`src/rtl/wdt_pkg.sv`:
```
`timescale 1ns/1ps
package wdt_pkg;
  // Strobes from the control half to the counting half
  typedef struct packed {
    logic reload;    // load the reload value, clear the prescaler
    logic run;       // counting allowed
    logic prescale;  // step only on prescaler wrap
  } wdtStrobes_t;
endpackage

```
`src/rtl/wdt_count.sv`:
```
`timescale 1ns/1ps
module wdt_count
  import wdt_pkg::*;
#(
  parameter int CNT_W = 16,
  parameter int PRE_W = 16
) (
  input  logic             clk,
  input  logic             rstN,
  input  wdtStrobes_t      strb,
  input  logic [CNT_W-1:0] reloadVal,
  output logic [CNT_W-1:0] cnt,
  output logic             expire
);
  localparam logic [PRE_W-1:0] PRE_LAST = {PRE_W{1'b1}};

  logic [PRE_W-1:0] preQ;
  logic [CNT_W-1:0] cntQ;
  logic             tick;

  assign tick   = !strb.prescale || (preQ == PRE_LAST);
  assign expire = strb.run && !strb.reload && tick && (cntQ == '0);
  assign cnt    = cntQ;

  always_ff @(posedge clk) begin
    if (!rstN) begin
      preQ <= '0;
      cntQ <= '1;
    end else if (strb.reload) begin
      preQ <= '0;
      cntQ <= reloadVal;
    end else if (strb.run) begin
      if (strb.prescale) preQ <= preQ + 1'b1;
      if (tick) cntQ <= (cntQ == '0) ? reloadVal : cntQ - 1'b1;
    end
  end
endmodule

```
`src/rtl/wdt_ctrl.sv`:
```
`timescale 1ns/1ps
module wdt_ctrl
  import wdt_pkg::*;
#(
  parameter int          CNT_W  = 16,
  parameter int          DATA_W = 32,
  parameter logic [15:0] KEY_A  = 16'h556C,
  parameter logic [15:0] KEY_B  = 16'hAA39
) (
  input  logic              clk,
  input  logic              rstN,
  input  logic              wrEn,
  input  logic              wrAddr,
  input  logic [DATA_W-1:0] wrData,
  input  logic              expire,
  output logic              enable,
  output logic              resetMode,
  output logic              prescaleOn,
  output logic [CNT_W-1:0]  reloadVal,
  output logic              locked,
  output logic              pendLoad,
  output logic              serviceOk,
  output wdtStrobes_t       strb,
  output logic              resetReq,
  output logic              irqReq
);
  localparam int RELOAD_LSB = 16;

  logic        ctrlWr, svcWr, armQ;
  logic [15:0] keyIn;

  assign keyIn     = wrData[15:0];
  assign ctrlWr    = wrEn && !wrAddr && !locked;
  assign svcWr     = wrEn && wrAddr;
  assign serviceOk = svcWr && armQ && (keyIn == KEY_B);

  always_comb begin
    strb.reload   = serviceOk || !enable || pendLoad;
    strb.run      = enable;
    strb.prescale = prescaleOn;
  end

  always_ff @(posedge clk) begin
    if (!rstN) begin
      enable     <= 1'b1;
      resetMode  <= 1'b1;
      prescaleOn <= 1'b1;
      reloadVal  <= '1;
      locked     <= 1'b0;
      pendLoad   <= 1'b0;
      armQ       <= 1'b0;
      resetReq   <= 1'b0;
      irqReq     <= 1'b0;
    end else begin
      pendLoad <= ctrlWr;
      if (ctrlWr) begin
        enable     <= wrData[0];
        resetMode  <= wrData[1];
        prescaleOn <= wrData[2];
        reloadVal  <= wrData[RELOAD_LSB +: CNT_W];
        locked     <= 1'b1;
      end
      if (svcWr) armQ <= (keyIn == KEY_A);
      if (expire && resetMode) resetReq <= 1'b1;
      if (serviceOk) irqReq <= 1'b0;
      else if (expire && !resetMode) irqReq <= 1'b1;
    end
  end
endmodule

```
`src/rtl/sw_watchdog.sv`:
```
`timescale 1ns/1ps
module sw_watchdog
  import wdt_pkg::*;
#(
  parameter int CNT_W  = 16,
  parameter int PRE_W  = 16,
  parameter int DATA_W = 32
) (
  input  logic              clk,
  input  logic              rstN,
  input  logic              regWrEn,
  input  logic              regAddr,
  input  logic [DATA_W-1:0] regWrData,
  output logic [DATA_W-1:0] regRdData,
  output logic              resetReq,
  output logic              irqReq
);
  localparam int RELOAD_LSB = 16;

  wdtStrobes_t      strb;
  logic             enable, resetMode, prescaleOn, locked, pendLoad, serviceOk, expire;
  logic [CNT_W-1:0] reloadVal, cnt;

  wdt_ctrl #(.CNT_W(CNT_W), .DATA_W(DATA_W)) ctrlUnit (
    .clk(clk), .rstN(rstN), .wrEn(regWrEn), .wrAddr(regAddr), .wrData(regWrData),
    .expire(expire), .enable(enable), .resetMode(resetMode), .prescaleOn(prescaleOn),
    .reloadVal(reloadVal), .locked(locked), .pendLoad(pendLoad), .serviceOk(serviceOk),
    .strb(strb), .resetReq(resetReq), .irqReq(irqReq)
  );

  wdt_count #(.CNT_W(CNT_W), .PRE_W(PRE_W)) countUnit (
    .clk(clk), .rstN(rstN), .strb(strb), .reloadVal(reloadVal),
    .cnt(cnt), .expire(expire)
  );

  always_comb begin
    regRdData = '0;
    if (!regAddr) begin
      regRdData[0] = enable;
      regRdData[1] = resetMode;
      regRdData[2] = prescaleOn;
      regRdData[RELOAD_LSB +: CNT_W] = reloadVal;
    end else begin
      regRdData[CNT_W-1:0] = cnt;
    end
  end
endmodule

```
`config.mk`:
```
export PLATFORM = sky130hd
export DESIGN_NAME = sw_watchdog
export DESIGN_NICKNAME = d
export VERILOG_FILES = /design/src/rtl/wdt_pkg.sv /design/src/rtl/wdt_count.sv /design/src/rtl/wdt_ctrl.sv /design/src/rtl/sw_watchdog.sv
export SDC_FILE = /design/constraint.sdc
export NUM_CORES = 1
export LEC_CHECK = 0
export CAP_MARGIN = 10
export CORE_ASPECT_RATIO = 0.7
export CORE_MARGIN = 2
export CORE_UTILIZATION = 50
export CTS_CLUSTER_DIAMETER = 30
export DETAILED_ROUTE_END_ITERATION = 10
export PLACE_DENSITY = 0.8
export SKIP_CTS_REPAIR_TIMING = 1
export SLEW_MARGIN = 20
export SYNTH_ARGS = -nofsm -noshare
export SYNTH_HDL_FRONTEND = slang
export SYNTH_SLANG_ARGS = --single-unit
```
`constraint.sdc`:
```
create_clock -name clk -period 2.35 [get_ports clk]
set_input_delay 0.47 -clock clk [delete_from_list [all_inputs] [get_ports clk]]
set_output_delay 0.47 -clock clk [all_outputs]
set_load 0.05 [all_outputs]
```
Word level (Yosys, flattened, before mapping)
Cells that the tools add are included.

Reduce and logical (&&, ||, !) cells: 26. Eq/ne operators: 3. Bitwise logic cells: 1. Muxes and demuxes: 7. Add/sub/neg operators: 2.

Operator list (count): $mux 16 (5); $eq 16x16->1 const B (2); $add 16x1->16 const B (1); $eq 16x15->1 const B (1); $logic_not 16->1 (1); $sub 16x1->16 const B (1); $mux 13 (1); $logic_and 1x1->1 (10); $logic_not 1->1 (6); $reduce_and 2->1 (2); $reduce_bool 2->1 (2); $reduce_or 2->1 (2); $logic_or 1x1->1 (3); $mux 3 (1); $not 1->1 (1).

Register bits after elaboration: 56. Logic and storage cells: 50. Output and inout bits: 34. Input port bits: 36.

Longest topological paths before layout
Word-level depth: 10. Gate-level depth with buffers: 9. Gate-level depth less buffers: 7.

Cells and area by module
From an unflattened synthesis, not the netlist that was laid out.

Cells, all modules: 400. Area total of the unflattened synthesis: 3145.5 um^2.

By module, submodules not included: wdt_count (instances 1, sequential area each 640.6 um^2, cells each 249, area each 1938.1 um^2); wdt_ctrl (instances 1, sequential area each 480.5 um^2, cells each 116, area each 967.2 um^2); sw_watchdog (instances 1, sequential area each 0.0 um^2, cells each 35, area each 240.2 um^2).

Worst setup path after synthesis
OpenSTA, ideal clock, no wires.

Path type: input -> output. Start point: in regAddr. End point: out regRdData[2]. Data required time: 1880 ps. Setup slack: -40 ps. Stages on the path: 3. Arrival time: 1920 ps. Path buffers: 2. Cells stage by stage: clkbuf_1 > clkbuf_1 > o21ai_0.

Cells in the longest elaborated chain, start to end: 1.

Ends and longest elaborated chain: start, declared (RTL line sw_watchdog.sv:12) `input logic regAddr,`; $mux 3 (RTL line sw_watchdog.sv:38) `if (!regAddr) begin`; end, declared (RTL line sw_watchdog.sv:14) `output logic [DATA_W-1:0] regRdData,`.

No other way between the ends.

Worst setup path after layout
Start point: reg countUnit.cntQ[11] (netlist: countUnit.cnt[11]). End point: reg countUnit.cntQ[12] (netlist: countUnit.cnt[12]).

Cells in the longest elaborated chain, start to end: 5. Elaborated cells on any way between the ends: 6. Those cells by class: 1 x add/sub; 4 x mux; 1 x reduce/logical.

Ends and longest elaborated chain: start, declared (RTL line wdt_count.sv:18) `logic [CNT_W-1:0] cntQ;`; start signal, assigned (RTL line wdt_count.sv:31) `cntQ <= reloadVal;`; start signal, assigned (RTL line wdt_count.sv:34) `if (tick) cntQ <= (cntQ == '0) ? reloadVal : cntQ - 1'b1;`; $sub 16x1->16 / $logic_not 16->1 (equally long branches) (RTL line wdt_count.sv:34); $mux 16 (*) (2 in series) (RTL line wdt_count.sv:34); $mux 16 (*) (RTL line wdt_count.sv:32) `end else if (strb.run) begin`; $mux 16 (*) (RTL line wdt_count.sv:29) `end else if (strb.reload) begin`.

Mark *: on every way between the ends. The rest lies on a longest branch, timed or not. The select of a mux whose other input is x is not followed. A chain may end at the register's enable or synchronous reset.

==> flow_metrics.py <==
metrics = {
    "critical_path": {
        "crit_path_end_kind": "flop",
        "crit_type": "reg2reg",
        "startpoint_type": "flop",
        "arrival_ns": 2.54,
        "cp_max_fo": 7,
        "required_ns": 2.54,
        "timing.rr.end": "countUnit.cnt[12]",
        "r2r-start": "countUnit.cnt[11]",
        "reg2reg_slack_ns": 0.001,
        "rr_worst_depth": 6,
    },
    "pwr": {
        "netSwitchingFraction_pct": 31.84,
        "ir_drop_mv": 0.3362,
        "comb_power_share_pct": 32.0,
        "netSwitchingPower_uw": 717.7,
        "p_clk_share_pct": 22.5,
        "power.leakage_uw": 0.001809,
        "seq_power_share_pct": 45.5,
        "power.internal_uw": 1536,
        "power_uw": 2254,
        "p_per_area_nw_per_um2": 513.2,
    },
    "routing": {
        "drtPass1Iterations": 5,
        "drt_iter0_markers": 271,
        "wl_um": 8536,
        "antenna_left": 0,
        "via_count": 3129,
        "post_drt_wl_per_cell_um": 16.02,
        "via_per_inst": 5.871,
        "drc": 0,
    },
    "placed_design": {
        "dp_cells": 523,
        "place_area_sq_um": 4220,
        "hpwl_um": 6224,
        "io_buffers": 69,
        "place.gp.congestion": 0.8437,
    },
    "hold_path": {
        "min_to": "ctrlUnit.resetReq",
        "hp-start": "ctrlUnit.resetReq",
        "hold_depth": 1,
        "hp-class": "reg2reg",
    },
    "global_routing": {
        "grt_max_degree": 30,
        "grt_pass1_wl_um": 13540,
        "antenna_found_initial": 0,
        "grt_pass1_vias": 2836,
        "track_usage_pct": 24.33,
        "overflow": 0,
    },
    "job": {
        "drv_cap": 0,
    },
    "sta": {
        "finalHoldViolCount": 0,
        "worstMarginPinSlew_ns": 0.6602,
        "setup_viol": 0,
        "fin_worst_skew_ns": 0.006552,
        "period_share_pct": 99.94,
        "slew_headroom_pct": 55.65,
        "fin_crit_ns": 2.349,
        "setup-tns-final_ns": 0,
        "max_freq_mhz": 425.8,
        "drv_slew": 0,
    },
    "final_layout": {
        "drive_above_1_share_pct": 16.16,
        "stdcell_area_sq_um": 4392,
        "fillCellCount": 411,
        "final_util_pct": 75.92,
        "antenna_cells": 0,
        "syn_to_final_growth_pct": 45.10,
        "final_common_cell": "nand2_1",
        "fin_cells": 533,
        "nNetsFinal": 497,
        "final_cell_mix": "57 x nand2_1, 56 x dfxtp_1, 37 x clkdlybuf4s50_1",
    },
    "yosys": {
        "ys_ff_latch": 56,
        "avgSynthCellArea_sq_um": 8.007,
        "yosysWarnings": 0,
        "synth_area_sq_um": 3027,
        "syn-num-nets": 417,
        "netlist-cell-type-count": 44,
        "syn-instance-count": 378,
        "yosysSeqAreaShare_pct": 37.04,
    },
    "clocking": {
        "cts.sinks": 56,
        "numCtsBuffers": 5,
        "clock_latency_ns": 0.31,
        "cts_tree": "done",
        "cts-root-buf": "clkbuf_8",
        "clk_pin_slew_worst_paths_ns": 0.10,
        "clockBufferDepth": 2,
        "h-tree-depth": 2,
    },
    "die": {
        "coreArea_sq_um": 5784,
        "fp.dieW_um": 96.99,
        "fp.dieArea_sq_um": 6702,
        "io_pins": 70,
        "die_h_um": 69.10,
        "std_cell_rows": 23,
        "initial_core_util_pct": 52.33,
    },
    "status": {
        "run_status": "completed",
    },
}
==> kinds of logic after synthesis <==
family	count (synthesis)	synth area share [%]
xor+xnor	15	4.340
simple gates	202	35.35
flops	56	37.04
buf+inv	42	5.911
fa+ha+maj	3	1.240
compound gates	43	10.42
mux	17	5.705
==> power groups by stage <==
stage / Clock [uW] / Combinational [uW] / Sequential, uW
global placement: 0 / 673 / 1040
detailed placement: 0 / 685 / 1050
floorplan: 0 / 361 / 1040
finish: 507 / 721 / 1030
global route: 558 / 755 / 1030
CTS: 509 / 688 / 1020
==> metal layers <==
metal	global-route usage (%)	routed length [um]	vias up
li1	-	-	1487
met1	34.32	3816	1461
met2	38.66	3896	159
met3	4.970	695	22
met4	5.321	128	0
met5	0	0	-
==> registers in the layout (all words and copies together) (netlist names) <==
register,cells
countUnit.cnt,16
countUnit.preQ,16
ctrlUnit.armQ,1
ctrlUnit.enable,1
ctrlUnit.irqReq,1
ctrlUnit.locked,1
ctrlUnit.pendLoad,1
ctrlUnit.prescaleOn,1
ctrlUnit.reloadVal,16
ctrlUnit.resetMode,1
ctrlUnit.resetReq,1
==> cell type report <==
class / count / area (sq um) / share of cell area (%)
Clock buffer: 5 / 68.82 / 1.567
Clock inverter: 2 / 12.51 / 0.2849
Inverter: 18 / 67.56 / 1.538
Multi-Input combinational cell: 280 / 1755 / 39.97
Sequential cell: 56 / 1121 / 25.53
Tap cell: 75 / 93.84 / 2.137
Timing Repair Buffer: 97 / 1272 / 28.97
==> worst max path at each step <==
stage / start / endpoint / slack (ns) / cells after the start
6_report: countUnit.cnt[11] / countUnit.cnt[12] / 0.001 / 6
3_5_place_dp: regWrData[5] / countUnit.cnt[9] / -0.06 / 7
3_3_place_gp: regWrData[5] / countUnit.cnt[9] / -0.003 / 7
4_1_cts: countUnit.cnt[1] / countUnit.cnt[7] / 0.07 / 8
2_1_floorplan: countUnit.cnt[0] / countUnit.cnt[12] / 0.19 / 9
5_1_grt: countUnit.cnt[11] / countUnit.cnt[12] / -0.02 / 6
==> cells in the mapped netlist, drive strengths merged <==
library cell  count  share of area [%]
nor4b             3               0.87
nor2b            19                3.9
nor2             27                3.3
buf               5                1.3
nand4b            1               0.29
or4b              1               0.33
nor4bb            5                1.7
and3              1               0.21
mux2i            15                5.0
nor3              4               0.66
nand3            33                5.5
mux2              2               0.74
and4b             1               0.33
nand2b            3               0.62
or3               5                1.0
nor4              6                1.4
a32oi            13                3.8
ha                3                1.2
and2             19                3.9
a21oi             2               0.33
xor2             10                2.9
xnor2             5                1.4
o22ai            13                2.7
and3b             1               0.29
dfxtp            56                 37
o211ai            3               0.74
o41a              1               0.37
a211oi            2               0.50
inv              18                2.2
or2               2               0.41
clkbuf           19                2.4
o21a              2               0.50
or4               4               0.99
and4              5                1.4
o211a             1               0.33
o21ai             5               0.95
nand4             5                1.0
nand2            57                7.1
a21boi            1               0.25
==> worst max-delay path, cell delays in order (launching register included) <==
cell and delay, ns:
dfxtp_1 0.36, or4_1 0.62, o41a_1 0.52, o21ai_4 0.16, clkbuf_16 0.23, mux2i_1 0.24
a32oi_1 0.09
==> per-stage QoR <==
stage               worst slack, ns  hold WS (ns)
floorplan                    0.1895        0.4461
CTS                         0.06798        0.4871
global route               -0.01527        0.5105
detailed placement         -0.05872        0.4604
global placement          -0.002823        0.4570
finish                     0.001356        0.4844
Power figures use the tool's default switching activity.
